**src/rtl/wat_pkg.sv**
```systemverilog
package wat_pkg;
    typedef enum logic [1:0] {
        ST_IDLE  = 2'd0,
        ST_COUNT = 2'd1,
        ST_STALL = 2'd2
    } wat_state_e;

    typedef enum logic [1:0] {
        KIND_READ  = 2'b00,
        KIND_WRITE = 2'b01,
        KIND_PAGE  = 2'b10,
        KIND_RSVD  = 2'b11
    } acc_kind_e;
endpackage

```
**src/rtl/wat_sync.sv**
```systemverilog
module wat_sync #(
    parameter int N_PINS = 2,
    parameter int STAGES = 2
) (
    input  logic              clk,
    input  logic              rst_n,
    input  logic [N_PINS-1:0] pin_async,
    output logic [N_PINS-1:0] pin_sync
);
    for (genvar p = 0; p < N_PINS; p++) begin : g_pin
        logic [STAGES-1:0] chain;
        always_ff @(posedge clk) begin
            if (!rst_n) chain <= '0;
            else        chain <= {chain[STAGES-2:0], pin_async[p]};
        end
        assign pin_sync[p] = chain[STAGES-1];
    end
endmodule

```
**src/rtl/wat_wait_mux.sv**
```systemverilog
module wat_wait_mux #(
    parameter int NUM_CS = 8,
    localparam int CSW   = $clog2(NUM_CS)
) (
    input  logic [1:0]        pin_sync,
    input  logic [CSW-1:0]    cs,
    input  logic [NUM_CS-1:0] sel,
    input  logic [NUM_CS-1:0] pol,
    output logic              wait_act
);
    logic [NUM_CS-1:0] act_per_cs;

    for (genvar c = 0; c < NUM_CS; c++) begin : g_cs
        assign act_per_cs[c] = (sel[c] ? pin_sync[1] : pin_sync[0]) == pol[c];
    end

    assign wait_act = act_per_cs[cs];
endmodule

```
**src/rtl/wat_fsm.sv**
```systemverilog
module wat_fsm
    import wat_pkg::*;
#(
    parameter int CNT_W    = 5,
    parameter int MAX_WAIT = 16,
    localparam int TMO_W   = (MAX_WAIT > 2) ? $clog2(MAX_WAIT) : 1,
    localparam logic [TMO_W-1:0] TMO_LAST = TMO_W'(MAX_WAIT - 1)
) (
    input  logic             clk,
    input  logic             rst_n,
    input  logic             accept,
    input  logic [CNT_W-1:0] load_cnt,
    input  logic             mon_en,
    input  logic             wait_act,
    output logic             busy,
    output logic             done,
    output logic             tmo_err
);
    wat_state_e       state;
    logic [CNT_W-1:0] cnt;
    logic [TMO_W-1:0] tmo_cnt;
    logic             mon_q;
    logic             stall_now;
    logic             tmo_hit;

    assign stall_now = mon_q && wait_act;
    assign tmo_hit   = (tmo_cnt == TMO_LAST);

    always_ff @(posedge clk) begin
        if (!rst_n) begin
            state   <= ST_IDLE;
            cnt     <= '0;
            tmo_cnt <= '0;
            mon_q   <= 1'b0;
        end else begin
            unique case (state)
                ST_IDLE: begin
                    if (accept) begin
                        state <= ST_COUNT;
                        cnt   <= load_cnt;
                        mon_q <= mon_en;
                    end
                end
                ST_COUNT: begin
                    if (cnt != '0) begin
                        cnt <= cnt - 1'b1;
                    end else if (stall_now) begin
                        state   <= ST_STALL;
                        tmo_cnt <= '0;
                    end else begin
                        state <= ST_IDLE;
                    end
                end
                ST_STALL: begin
                    if (!wait_act || tmo_hit) state <= ST_IDLE;
                    else                      tmo_cnt <= tmo_cnt + 1'b1;
                end
                default: state <= ST_IDLE;
            endcase
        end
    end

    always_comb begin
        busy    = 1'b0;
        done    = 1'b0;
        tmo_err = 1'b0;
        unique case (state)
            ST_IDLE: ;
            ST_COUNT: begin
                busy = 1'b1;
                done = (cnt == '0) && !stall_now;
            end
            ST_STALL: begin
                busy    = 1'b1;
                done    = !wait_act || tmo_hit;
                tmo_err = wait_act && tmo_hit;
            end
            default: ;
        endcase
    end
endmodule

```
**src/rtl/wait_access_timer.sv**
```systemverilog
module wait_access_timer
    import wat_pkg::*;
#(
    parameter int NUM_CS   = 8,
    parameter int CNT_W    = 5,
    parameter int MAX_WAIT = 16,
    localparam int CSW     = $clog2(NUM_CS)
) (
    input  logic              clk,
    input  logic              rst_n,
    input  logic              start,
    input  logic [CSW-1:0]    cs_idx,
    input  logic [1:0]        acc_kind,
    input  logic [CNT_W-1:0]  rd_time,
    input  logic [CNT_W-1:0]  wr_time,
    input  logic [CNT_W-1:0]  pg_time,
    input  logic [NUM_CS-1:0] wait_sel,
    input  logic [NUM_CS-1:0] wait_pol,
    input  logic [NUM_CS-1:0] rd_wait_en,
    input  logic [NUM_CS-1:0] wr_wait_en,
    input  logic              wait0,
    input  logic              wait1,
    output logic              busy,
    output logic              done,
    output logic              tmo_err
);
    logic [1:0]       pin_sync;
    logic [CSW-1:0]   cs_q;
    logic             accept;
    logic [CNT_W-1:0] time_sel;
    logic             mon_sel;
    logic             wait_act;

    assign accept = start && !busy;

    always_comb begin
        unique case (acc_kind_e'(acc_kind))
            KIND_WRITE: begin
                time_sel = wr_time;
                mon_sel  = wr_wait_en[cs_idx];
            end
            KIND_PAGE: begin
                time_sel = pg_time;
                mon_sel  = rd_wait_en[cs_idx];
            end
            KIND_READ, KIND_RSVD: begin
                time_sel = rd_time;
                mon_sel  = rd_wait_en[cs_idx];
            end
            default: begin
                time_sel = rd_time;
                mon_sel  = rd_wait_en[cs_idx];
            end
        endcase
    end

    always_ff @(posedge clk) begin
        if (!rst_n)      cs_q <= '0;
        else if (accept) cs_q <= cs_idx;
    end

    wat_sync #(.N_PINS(2), .STAGES(2)) u_sync (
        .clk       (clk),
        .rst_n     (rst_n),
        .pin_async ({wait1, wait0}),
        .pin_sync  (pin_sync)
    );

    wat_wait_mux #(.NUM_CS(NUM_CS)) u_mux (
        .pin_sync (pin_sync),
        .cs       (cs_q),
        .sel      (wait_sel),
        .pol      (wait_pol),
        .wait_act (wait_act)
    );

    wat_fsm #(.CNT_W(CNT_W), .MAX_WAIT(MAX_WAIT)) u_fsm (
        .clk      (clk),
        .rst_n    (rst_n),
        .accept   (accept),
        .load_cnt (time_sel),
        .mon_en   (mon_sel),
        .wait_act (wait_act),
        .busy     (busy),
        .done     (done),
        .tmo_err  (tmo_err)
    );
endmodule

```
**config.mk**
```make
export PLATFORM = sky130hd
export DESIGN_NAME = wait_access_timer
export DESIGN_NICKNAME = d
export VERILOG_FILES = /design/src/rtl/wat_pkg.sv /design/src/rtl/wat_sync.sv /design/src/rtl/wat_wait_mux.sv /design/src/rtl/wat_fsm.sv /design/src/rtl/wait_access_timer.sv
export SDC_FILE = /design/constraint.sdc
export NUM_CORES = 1
export LEC_CHECK = 0
export ABC_CLOCK_PERIOD_IN_PS = 2600
export BUFFER_PORTS_ARGS = -buffer_cell sky130_fd_sc_hd__clkbuf_2
export CAP_MARGIN = 20
export CORE_MARGIN = 4
export CORE_UTILIZATION = 49
export DETAILED_ROUTE_END_ITERATION = 7
export HOLD_SLACK_MARGIN = 0.12
export PLACE_DENSITY = 0.8
export SLEW_MARGIN = 20
export SYNTH_ARGS = -nofsm -noshare
export SYNTH_HDL_FRONTEND = slang
export SYNTH_SLANG_ARGS = --single-unit
```
**constraint.sdc**
```tcl
create_clock -name clk -period 2.6 [get_ports clk]
set_clock_uncertainty 0.1 [all_clocks]
set_input_delay 0.26 -clock clk [delete_from_list [all_inputs] [get_ports clk]]
set_output_delay 0.26 -clock clk [all_outputs]
set_load 0.02 [all_outputs]
```
# Word-level counts from Yosys, hierarchy flattened
# Index checks and enable logic that the tools add are counted.
[totals]
in_bits = 57
output_inout_bits = 3
reg_bits = 19
elab_cells = 83
[op_classes]
n_reduce_logical = 21
eq_ne = 20
n_lt_le_gt_ge = 2
muxes = 31
add_sub_neg = 2
[ops]
columns = ["cell", "n"]
rows = [
  ["$pmux W5 S3", 1],
  ["$mux W1", 13],
  ["$mux W4", 3],
  ["$mux W5", 2],
  ["$pmux W5 S2", 1],
  ["$bmux W1 S3", 3],
  ["$eq A1 B1 Y1", 8],
  ["$lt A3 B4 Y1 const B", 2],
  ["$mux W2", 4],
  ["$pmux W4 S2", 1],
  ["$eq A2 B2 Y1 const B", 3],
  ["$ne A2 B1 Y1 const B", 3],
  ["$ne A2 B2 Y1 const B", 3],
  ["$pmux W2 S3", 1],
  ["$reduce_and A3 Y1", 2],
  ["$logic_not A5 Y1", 1],
  ["$reduce_bool A5 Y1", 1],
  ["$sub A5 B1 Y5 const B", 1],
  ["$add A4 B1 Y4 const B", 1],
  ["$eq A2 B1 Y1 const B", 2],
  ["$eq A4 B4 Y1 const B", 1],
  ["$logic_and A1 B1 Y1", 4],
  ["$logic_not A2 Y1", 2],
  ["$pmux W1 S2", 2],
  ["7 further kinds", 11],
]

# Logic depth before layout (Yosys ltp)
# Gate-level depths: netlist (run 1).
[logic_depth]
depth_word = 8
depth_mapped = 10
mapped_depth_nobuf = 8

# Cells and area by module
# A second synthesis (run 1) with hierarchy kept.
[hier_totals]
hier_cells = 167
hier_area_um2 = 1515.2
[modules_own_cells]
columns = ["mod", "area_per_inst_um2", "seq_area_each_um2", "instances", "cells_per_inst"]
rows = [
  ["wat_fsm", 802.0, 240.2, 1, 98],
  ["wait_access_timer", 382.9, 60.1, 1, 39],
  ["wat_wait_mux", 210.2, 0.0, 1, 20],
  ["wat_sync", 120.1, 80.1, 1, 10],
]

# Worst setup path after synthesis (run 1)
# No wires, ideal clock.
[synth_path]
path_kind = "register to output"
start = "register u_sync.g_pin[1].chain[1]"
end = "output done"
t_arrival_ns = 1.822
setup_slack_ns = 0.418
required_time_ns = 2.240
stages_incl_launch_ff = 8
path_buffers = 1
cell_sequence = "dfxtp_1 buf_6 mux2i_2 xor2_1 a221o_1 o221ai_1 a32oi_1 nor2b_1"
[synth_between]
elab_chain_cells = 8
word_cells_on_any_way = 24
cone_classes = "8 x eq/ne; 11 x mux; 5 x reduce/logical"
[synth_rtl]
columns = ["element", "line_no", "source"]
rows = [
  ["start: declaration", "wat_sync.sv:11", "logic [STAGES-1:0] chain;"],
  ["start signal: assignment", "wat_sync.sv:14", "else chain <= {chain[STAGES-2:0], pin_async[p]};"],
  ["$mux W1", "wat_wait_mux.sv:14", "assign act_per_cs[c] = (sel[c] ? pin_sync[1] : pin_sync[0]) == pol[c];"],
  ["$eq A1 B1 Y1", "wat_wait_mux.sv:14", ""],
  ["$bmux W1 S3 *", "wat_wait_mux.sv:17", "assign wait_act = act_per_cs[cs];"],
  ["$mux W1 (not written as such) *", "wat_wait_mux.sv:17", ""],
  ["$logic_and A1 B1 Y1", "wat_fsm.sv:26", "assign stall_now = mon_q && wait_act;"],
  ["$logic_not A1 Y1", "wat_fsm.sv:71", "done = (cnt == '0) && !stall_now;"],
  ["$logic_and A1 B1 Y1", "wat_fsm.sv:71", ""],
  ["$pmux W1 S2 *", "wat_fsm.sv:67", "unique case (state)"],
  ["end: declaration", "wait_access_timer.sv:24", "output logic done,"],
]
# Mark *: on every way between the ends. The rest lies on a longest branch, timed or not. The select of a mux whose other input is x is not followed.

# Final worst setup path (run 1)
[layout_path]
start = "register u_sync.g_pin[1].chain[1]"
end = "output tmo_err"
[layout_between]
elab_chain_cells = 6
word_cells_on_any_way = 20
cone_classes = "8 x eq/ne; 11 x mux; 1 x reduce/logical"
[layout_rtl]
columns = ["element", "line_no", "source"]
rows = [
  ["$mux W1", "wat_wait_mux.sv:14", ""],
  ["$eq A1 B1 Y1", "wat_wait_mux.sv:14", ""],
  ["$bmux W1 S3 *", "wat_wait_mux.sv:17", ""],
  ["$mux W1 (not written as such) *", "wat_wait_mux.sv:17", ""],
  ["$logic_and A1 B1 Y1 *", "wat_fsm.sv:76", "tmo_err = wait_act && tmo_hit;"],
  ["$mux W1 *", "wat_fsm.sv:67", ""],
  ["end: declaration", "wait_access_timer.sv:25", "output logic tmo_err"],
]
# Marked as above.

==> results.tsv, run 1 <==
metric	value	unit
status	finished clean	
nets	310	
initial antenna violation count	0	
Clock Tree Root	clkbuf_4	
Slew @ Worst Pin	0.709	ns
top cells by count, synth	dfxtp_1, nand2_1, nor2_1	
CTS H-tree lvls	1	
Max Freq	404	MHz
Final Max Slew Viols	0	
Max Root-Sink Buffers	2	
Vias	1571	
remaining antenna violation count after routing	0	
average size of a mapped cell	8.54	um^2
post-synthesis sequential area ratio	0.240	
boundary pin count	60	
FF+latch count, synth	19	
ys flop type	dfxtp_1	
Comb pwr share	0.472	
cell taking the most area after synthesis	dfxtp_1	
Leak	0.874	nW
post-layout util	0.639	
critical path peak fanout	9	
number of flops mapped to enable cells by yosys	0	
Vias/cell	5.45	
sw power	0.369	mW
period utilisation layout	0.951	
Cell Pwr Density	494	nW/um^2
R2R depth	8	
port bufs	59	
reg-to-reg slack, setup	0.47	ns
synthesized area	1590	um^2
diode count	0	
WP data required	2.24	ns
cell row count	20	
CTS tree	yes	
Skew-Pair Late Insertion Delay	0.31	ns
post-route setup slack	0.127	ns
die area	4220	um^2
Final HPWL DP	2.86	mm
Arrival @ worst endpoint	2.11	ns
min Tclk post-route	2.47	ns
post-synth top area share	0.240	
worst rel slew slack	0.526	
1st-pass router iterations	4	
Filler Cell Count	283	
Yosys warning total	0	
asr flop ratio synth	0	
synthesized instance count	186	
Worst IR Drop VDD	0.342	mV
number of cells on the worst hold path	3	
Post-Place Worst Slack	0.295	ns
core area	3080	um^2
Hold Fails Final Rpt	0	
DRC viols	0	
number of buffers created by CTS	3	
Reg area	388	um^2
synthesized netlist net count	251	
area of the multi-input gates	1120	um^2
synth top area cells	dfxtp_1, mux2i_1, mux4_2, ha_1, a21oi_1	
pin count of the biggest net entering global routing	14	
Clock Sinks	19	
max-cap violation count	0	
P_int	0.603	mW
first-pass GRT wire length	6.53	mm
Final Setup Violations	0	
grt ovf	0	
number of global-route vias before repair	1532	
DRT iter0 DRCs	85	
area grow syn2layout	24.0	%
Yosys cell types	50	
Final GP Congestion	0.868	
Final Total Pwr	0.972	mW
layout cells sized above 1	0.328	
Hold WC Path Type	input port to register	
Die Height	64.9	um
Critical Path Source Type	register	
GRT Util Overall	0.193	
sequential share of power	0.373	
Sw Share	0.380	
Clk pin slew, worst setup/hold paths	0.11	ns
CP Class	register to primary output	
Die X-Extent	64.9	um
Wirelength per Cell	12.8	um
Worst Setup End Kind	primary output	
drt total wl	3.69	mm
Clock power frac	0.155	
most frequent cell after synthesis	dfxtp_1	
Initial Util	0.516	
-- through the flow --
step | area [um^2] | instances | TNS, ns | hold WS [ns]
after floorplan | 1590 | 186 | 0 | 0.287
final | 1970 | 288 | 0 | 0.130
after global routing | 1970 | 288 | -0.0116 | 0.160
after CTS | 1950 | 288 | 0 | 0.129
after global placement | 1890 | 281 | 0 | 0.334
after detailed placement | 1890 | 281 | 0 | 0.330
-- cell families (layout without fill, tap and decap cells) --
kind of cell               count (synthesis)  after routing  synth area share
AOI/OAI and AO/OA                         48             48             0.217
DFF                                       19             19             0.240
xor gates and xnor gates                   6              6            0.0331
buffers and inverters                     20             78            0.0685
and+or+nand+nor                           67             67             0.224
adders and majority gates                  8              8            0.0630
muxes                                     18             18             0.155
-- critical path, stage by stage (launching register included) --
cell,delay (ns)
dfxtp_4,0.39
mux2i_2,0.15
xor2_1,0.08
a221o_1,0.44
o22a_1,0.36
and3_1,0.23
clkbuf_2,0.15
-- what timing repair did --
action / 4_1_cts / 5_1_grt
endpoints found under the setup margin: 1 / 1
endpoints found under the hold margin: 2 / 0
hold buffers: 2 / 0
pin swaps: 1 / 1
buffers inserted: 1 / 0
resized for setup: 3 / 4
-- final timing paths --
path,from,endpoint
worst max register to register,u_fsm.cnt[0]$_SDFFE_PN0P_,u_fsm.tmo_cnt[3]$_SDFFE_PN0P_
worst min register to register,u_sync.g_pin[0].chain[0]$_SDFF_PN0_,u_sync.g_pin[0].chain[1]$_SDFF_PN0_
worst min-delay path,cs_idx[2],cs_q[2]$_SDFFE_PN0P_
worst max-delay path,u_sync.g_pin[1].chain[1]$_SDFF_PN0_,tmo_err
-- cells in the final DEF (no fill, tap or decap), types with 3 or more instances in the layout --
| cell | n |
|---|---|
| a21oi_1 | 12 |
| a22oi_1 | 5 |
| a31oi_1 | 3 |
| and2_1 | 5 |
| and3_1 | 4 |
| buf_4 | 4 |
| clkbuf_2 | 59 |
| clkbuf_4 | 3 |
| dfxtp_1 | 17 |
| ha_1 | 8 |
| inv_1 | 8 |
| mux2i_1 | 12 |
| mux4_2 | 5 |
| nand2_1 | 16 |
| nand2b_1 | 3 |
| nand3_1 | 5 |
| nand3b_1 | 3 |
| nor2_1 | 15 |
| nor2b_1 | 5 |
| o21ai_0 | 6 |
| xor2_1 | 4 |
-- final cells by class --
class | instances | share of cell area
Timing Repair Buffer | 65 | 0.175
Sequential cell | 19 | 0.197
Clock buffer | 4 | 0.0134
Tap cell | 44 | 0.0280
Multi-Input combinational cell | 147 | 0.569
Inverter | 9 | 0.0172
-- power by group through the flow --
stage	Combinational, mW	Clock (mW)	Sequential, mW
floorplan	0.352	0	0.356
global placement	0.437	0	0.367
detailed placement	0.442	0	0.369
CTS	0.454	0.155	0.362
global route	0.519	0.172	0.367
finish	0.459	0.150	0.362
-- sequential cells by signal, summed over array words and instances, names as in the netlist --
register,cells
u_fsm.mon_q,1
cs_q,3
u_fsm.cnt,5
u_fsm.tmo_cnt,4
u_sync.g_pin.chain,4
u_fsm.state,2
-- routing by layer --
metal	wire (um)	vias up	GRT usage
li1	-	802	-
met1	1590	694	0.237
met2	1770	64	0.326
met3	271	11	0.0485
met4	63	0	0.0686
met5	0	-	0
Power figures use the tool's default switching activity.
==> run 2: changes to the inputs <==
CORE_UTILIZATION = 44   (was 49)
CTS_BUF_LIST = sky130_fd_sc_hd__clkbuf_4   (was default)
PLACE_DENSITY = 0.73   (was 0.8)
==> run 2 against run 1 <==
Effect of this change: combinational power decreased by 1%; setup slack improved by 0.024 ns; sequential share of layout area decreased by 0.22 points; global-route usage decreased by 2.0 points; non-clock buffer count increased by 1; utilization decreased by 6.4 points; design area decreased by 0.19%; critical path depth unchanged; sequential power about the same; clock power increased by 11%.
==> results.tsv, run 2 (synthesis gave the netlist of run 1 again) <==
metric	value	unit	change
Critical Path Source Type	register		
DRC viols	0		unchanged
CP delay by family, top	compound AO/OA/AOI/OAI gates		
Final Total Pwr	0.983	mW	+1.1%
Final HPWL DP	2.88	mm	+0.61%
post-route setup slack	0.151	ns	+0.0239 ns
GRT Util Overall	0.173		-0.0199
most frequent cells in the layout	clkbuf_2, dfxtp_1, nand2_1		
pin count of the biggest net entering global routing	14		unchanged
die area	4630	um^2	+9.9%
initial antenna violation count	0		unchanged
max-cap violation count	0		unchanged
dpl cells	283		+0.71%
DRT iter0 DRCs	63		-26%
core area	3420	um^2	+11%
Top reg by flops	u_fsm.cnt		
Vias/cell	5.33		-2.2%
Final Max Slew Viols	0		unchanged
layout cells sized above 1	0.327		-0.00134
1st-pass router iterations	4		unchanged
Hold WC Path Type	input port to register		
CP Class	register to primary output		
Die Height	68.1	um	+4.8%
diode count	0		unchanged
P_int	0.614	mW	+2.0%
max FFs per register	5		unchanged
CTS tree	yes		
Final Setup Violations	0		unchanged
final non-filler cell total	291		+1.0%
Skew-Pair Late Insertion Delay	0.31	ns	about the same
port bufs	59		unchanged
critical path peak fanout	9		unchanged
nets	311		+0.32%
area grow syn2layout	23.7	%	
Comb pwr share	0.461		-0.011
cell depth of the worst setup path	6		unchanged
placed cell areas	1890	um^2	+0.13%
min Tclk post-route	2.45	ns	-0.0239 ns
Post-Place Worst Slack	0.323	ns	+0.0275 ns
Leak	0.880	nW	+0.74%
boundary pin count	60		unchanged
status	finished clean		
first-pass GRT wire length	6.30	mm	-3.6%
setup TNS	0	ns	unchanged
worst rel slew slack	0.536		+0.0102
Die X-Extent	68.1	um	+4.8%
sw power	0.369	mW	-0.19%
WP buf/inv	1		unchanged
Met2 Wirelength	1.74	mm	-1.6%
Slew @ Worst Pin	0.693	ns	-0.0153 ns
Worst IR Drop VDD	0.331	mV	-3.3%
remaining antenna violation count after routing	0		unchanged
Wirelength per Cell	12.6	um	-2.1%
number of buffers created by CTS	3		unchanged
Max Freq	408	MHz	+0.98%
Final GP Congestion	0.831		-4.2%
Clock power frac	0.169		+0.014
Initial Util	0.465		-0.0510
Final Instance Area	1960	um^2	-0.19%
CTS H-tree lvls	1		unchanged
Vias	1552		-1.2%
commonest non-fill, non-tap cell in the layout	clkbuf_2		
max incr delay on CP	0.42	ns	-0.02 ns
number of global-route vias before repair	1519		-0.85%
Clk pin slew, worst setup/hold paths	0.11	ns	about the same
met3 WL post-DR	259	um	-4.4%
WP data required	2.24	ns	about the same
Top Layer Used	met4		
Top Registers	u_fsm.cnt x5, u_fsm.tmo_cnt x4, u_sync.g_pin.chain x4		
CP max-delay cell	dfxtp_2		
Hold Worst Slack	0.185	ns	+0.0558 ns
Worst Setup End Kind	primary output		
Cell Pwr Density	500	nW/um^2	+1.3%
worst path cell trace	mux2i_1, xor2_1, a221o_1, o22a_1, and3_1, clkbuf_2		
Arrival @ worst endpoint	2.09	ns	-0.02 ns
Sw Share	0.375		-0.00503
M1 wire length	1.61	mm	+1.2%
Max Root-Sink Buffers	2		unchanged
period utilisation layout	0.942		-0.00918
post-layout util	0.575		-0.0643
sequential share of power	0.370		-0.003
drt total wl	3.65	mm	-1.1%
Clock Sinks	19		unchanged
grt ovf	0		unchanged
cell row count	21		+5.0%
R2R depth	8		unchanged
Hold Fails Final Rpt	0		unchanged
RSZ-0062 raised after global routing	no		
number of cells on the worst hold path	3		unchanged
Clock Tree Root	clkbuf_4		
[run 2: per-layer routing]
metal | vias up | track usage
li1 | 807 | -
met1 | 682 | 0.199
met2 | 56 | 0.320
met3 | 7 | 0.0411
met4 | 0 | 0.0422
met5 | - | 0
[run 2: area by class of cell]
class	count	area, um^2
Clock buffer	4	30.0
Fill cell	324	1450
Inverter	9	33.8
Multi-Input combinational cell	147	1100
Sequential cell	19	383
Tap cell	46	57.6
Timing Repair Buffer	66	355
[run 2: repair_timing]
item,4_1_cts,5_1_grt
hold endpoints to repair,2,1
resized for setup,1,2
gates cloned,0,0
buffers inserted,1,0
pin swaps,1,0
setup endpoints to repair,1,2
hold buffers,2,1
[run 2: final timing paths]
check                                      start                                  end  slack [ns]
max          u_sync.g_pin[1].chain[1]$_SDFF_PN0_                              tmo_err        0.15
min                                    cs_idx[1]                 cs_q[1]$_SDFFE_PN0P_        0.19
max reg2reg            u_fsm.cnt[0]$_SDFFE_PN0P_        u_fsm.tmo_cnt[3]$_SDFFE_PN0P_        0.49
min reg2reg  u_sync.g_pin[1].chain[0]$_SDFF_PN0_  u_sync.g_pin[1].chain[1]$_SDFF_PN0_        0.35
[run 2: power groups by stage]
stage / clock network [mW] / registers [mW] / logic [mW]
6_report: 0.166 / 0.364 / 0.454
3_5_place_dp: 0 / 0.369 / 0.442
4_1_cts: 0.175 / 0.362 / 0.453
5_1_grt: 0.186 / 0.367 / 0.512
3_3_place_gp: 0 / 0.368 / 0.438
2_1_floorplan: 0 / 0.356 / 0.352
[run 2: worst reg2reg max path, stage by stage, from the launching register on]
cell      delay (ns)
dfxtp_1         0.35
inv_1           0.10
ha_1            0.16
nor4b_2         0.33
nand2_1         0.12
and2_1          0.19
nor4b_1         0.33
a21oi_1         0.12
a311oi_1        0.24
==> run 3: changes to the inputs <==
CELL_PAD_IN_SITES_DETAIL_PLACEMENT = 1   (was default)
CELL_PAD_IN_SITES_GLOBAL_PLACEMENT = 2   (was default)
CORE_UTILIZATION = 28   (was 44)
PLACE_DENSITY = default   (was 0.73)
PLACE_DENSITY_LB_ADDON = 0.1   (was default)
==> run 3 against run 2 <==
Effect of this change: first-iteration DRC count up 17%; fmax down 0.21%; global-route usage down 4.1 points; non-clock buffer count up 1; highest routed layer unchanged; total power up 2.5%; die area up 50%; worst hold slack worse by 0.016 ns; final cell count up 9.3%; sequential share of layout area down 0.34 points; sequential power about the same; combinational power up 6.8%.
==> results.tsv, run 3 (synthesis gave the netlist of run 1 again) <==
metric	value	unit	change
number of global-route vias before repair	1638		+7.8%
Hold WC Path Type	input port to register		
Critical Path Source Type	register		
DRT iter0 DRCs	74		+17%
CP delay by family, top	compound AO/OA/AOI/OAI gates		
Slew @ Worst Pin	0.753	ns	+0.0597 ns
Hold Path Sink	cs_q[1]$_SDFFE_PN0P_		
core area	5510	um^2	+61%
Hold Fails Final Rpt	0		unchanged
Vias	1568		+1.0%
WP buf/inv	1		unchanged
layout cells sized above 1	0.337		+0.0109
Clk pin slew, worst setup/hold paths	0.13	ns	+0.02 ns
CTS H-tree lvls	1		unchanged
cell row count	27		+29%
Cell Pwr Density	501	nW/um^2	about the same
max FFs per register	5		unchanged
Final Setup Violations	0		unchanged
Arrival @ worst endpoint	2.09	ns	about the same
Clock Sinks	19		unchanged
Max Freq	407	MHz	-0.21%
Critical R2R Capture	u_fsm.cnt[0]$_SDFFE_PN0P_		
sw power	0.391	mW	+6.2%
Skew-Pair Late Insertion Delay	0.31	ns	about the same
nets	312		+0.32%
drt total wl	4.47	mm	+22%
boundary pin count	60		unchanged
commonest non-fill, non-tap cell in the layout	clkbuf_2		
area grow syn2layout	26.7	%	
diode count	0		unchanged
Clock power frac	0.158		-0.011
remaining antenna violation count after routing	0		unchanged
Final Total Pwr	1.01	mW	+2.5%
Initial Util	0.288		-0.176
WP data required	2.24	ns	about the same
DRC viols	0		unchanged
Top reg by flops	u_fsm.cnt		
Leak	0.885	nW	+0.53%
grt ovf	0		unchanged
cell depth of the worst setup path	6		unchanged
worst rel slew slack	0.496		-0.0400
first-pass GRT wire length	7.68	mm	+22%
CTS tree	yes		
sequential share of power	0.360		-0.010
Die X-Extent	83.3	um	+22%
r2r startpoint	u_fsm.state[0]$_SDFFE_PN0P_		
status	finished clean		
pin count of the biggest net entering global routing	15		+1
Worst Setup End Kind	primary output		
post-layout util	0.365		-0.210
CP Class	register to primary output		
Final GP Congestion	0.695		-16%
port bufs	59		unchanged
hold path startpoint	cs_idx[1]		
Top Registers	u_fsm.cnt x5, u_fsm.tmo_cnt x4, u_sync.g_pin.chain x4		
R2R depth	8		unchanged
critical path peak fanout	9		unchanged
Wirelength per Cell	14.0	um	+12%
period utilisation layout	0.944		+0.00202
RSZ-0062 raised after global routing	yes		
initial antenna violation count	0		unchanged
most frequent cells in the layout	clkbuf_2, dfxtp_1, nand2_1		
Max Root-Sink Buffers	2		unchanged
die area	6940	um^2	+50%
max incr delay on CP	0.43	ns	about the same
Final HPWL DP	3.71	mm	+29%
reg-to-reg slack, setup	0.45	ns	-0.04 ns
Vias/cell	4.93		-7.5%
Clock Tree Root	clkbuf_4		
number of cells on the worst hold path	3		unchanged
worst path cell trace	mux2i_2, xor2_1, a221o_1, o22a_2, and3_1, clkbuf_2		
Comb pwr share	0.481		+0.020
Die Height	83.3	um	+22%
Final Max Slew Viols	0		unchanged
P_int	0.616	mW	+0.23%
GRT Util Overall	0.132		-0.0413
number of buffers created by CTS	3		unchanged
Sw Share	0.389		+0.0137
1st-pass router iterations	4		unchanged
Worst IR Drop VDD	0.230	mV	-31%
setup TNS	0	ns	unchanged
min Tclk post-route	2.45	ns	+0.00525 ns
Hold Worst Slack	0.169	ns	-0.0164 ns
max-cap violation count	0		unchanged
CP max-delay cell	a221o_1		
## run 3: worst max-delay path by stage
| stage | start | to | slack, ns |
|---|---|---|---|
| final | u_sync.g_pin[0].chain[1]$_SDFF_PN0_ | tmo_err | 0.15 |
| after global routing | u_sync.g_pin[0].chain[1]$_SDFF_PN0_ | done | -0.03 |
| after CTS | u_sync.g_pin[1].chain[1]$_SDFF_PN0_ | done | 0.002 |
| after detailed placement | u_sync.g_pin[0].chain[1]$_SDFF_PN0_ | done | 0.31 |
| after global placement | u_sync.g_pin[0].chain[1]$_SDFF_PN0_ | done | 0.35 |
| after floorplan | u_sync.g_pin[1].chain[1]$_SDFF_PN0_ | done | 0.42 |
## run 3: timing repair
item / in CTS / in global routing
gates resized for setup: 2 / 4
endpoints found under the hold margin: 3 / 0
hold buffers: 3 / 0
gates cloned: 0 / 0
pin swaps: 1 / 0
setup buffers: 1 / 0
setup endpoints to repair: 1 / 2
## run 3: layout make-up
class                   count  area, um^2
clock buffers               3        22.5
repair buffers             67         363
inverters                   9        33.8
multi-input cells         147        1110
fillers                   698        3490
flip-flops and latches     19         385
clock inverters             1        5.00
well taps                  72        90.1
## run 3: metal layers
layer  wire (um)  part of all wire  global-route usage
met1        1950              0.44               0.154
met4          15            0.0034              0.0223
met5           0                 0                   0
met3         261             0.058              0.0377
met2        2240              0.50               0.242
## run 3: power by group through the flow
stage | clock network [mW] | logic, mW | registers (mW)
6_report | 0.159 | 0.485 | 0.363
5_1_grt | 0.181 | 0.550 | 0.369
4_1_cts | 0.174 | 0.488 | 0.365
3_5_place_dp | 0 | 0.476 | 0.371
3_3_place_gp | 0 | 0.480 | 0.370
2_1_floorplan | 0 | 0.352 | 0.356
## run 3: metrics by stage
| step | cell area [um^2] | worst slack [ns] | cells |
|---|---|---|---|
| 6_report | 2010 | 0.146 | 318 |
| 5_1_grt | 2010 | -0.0324 | 318 |
| 4_1_cts | 2000 | 0.00150 | 318 |
| 3_5_place_dp | 1930 | 0.307 | 310 |
| 3_3_place_gp | 1930 | 0.349 | 310 |
| 2_1_floorplan | 1590 | 0.418 | 186 |
## run 3: worst reg2reg max path, cell delays in order, from the launching register on
cell	delay (ns)
dfxtp_1	0.38
inv_1	0.07
ha_1	0.42
nor2b_1	0.18
nand2b_1	0.14
o211ai_1	0.31
nand2_1	0.16
o21ai_0	0.09
o21a_1	0.21
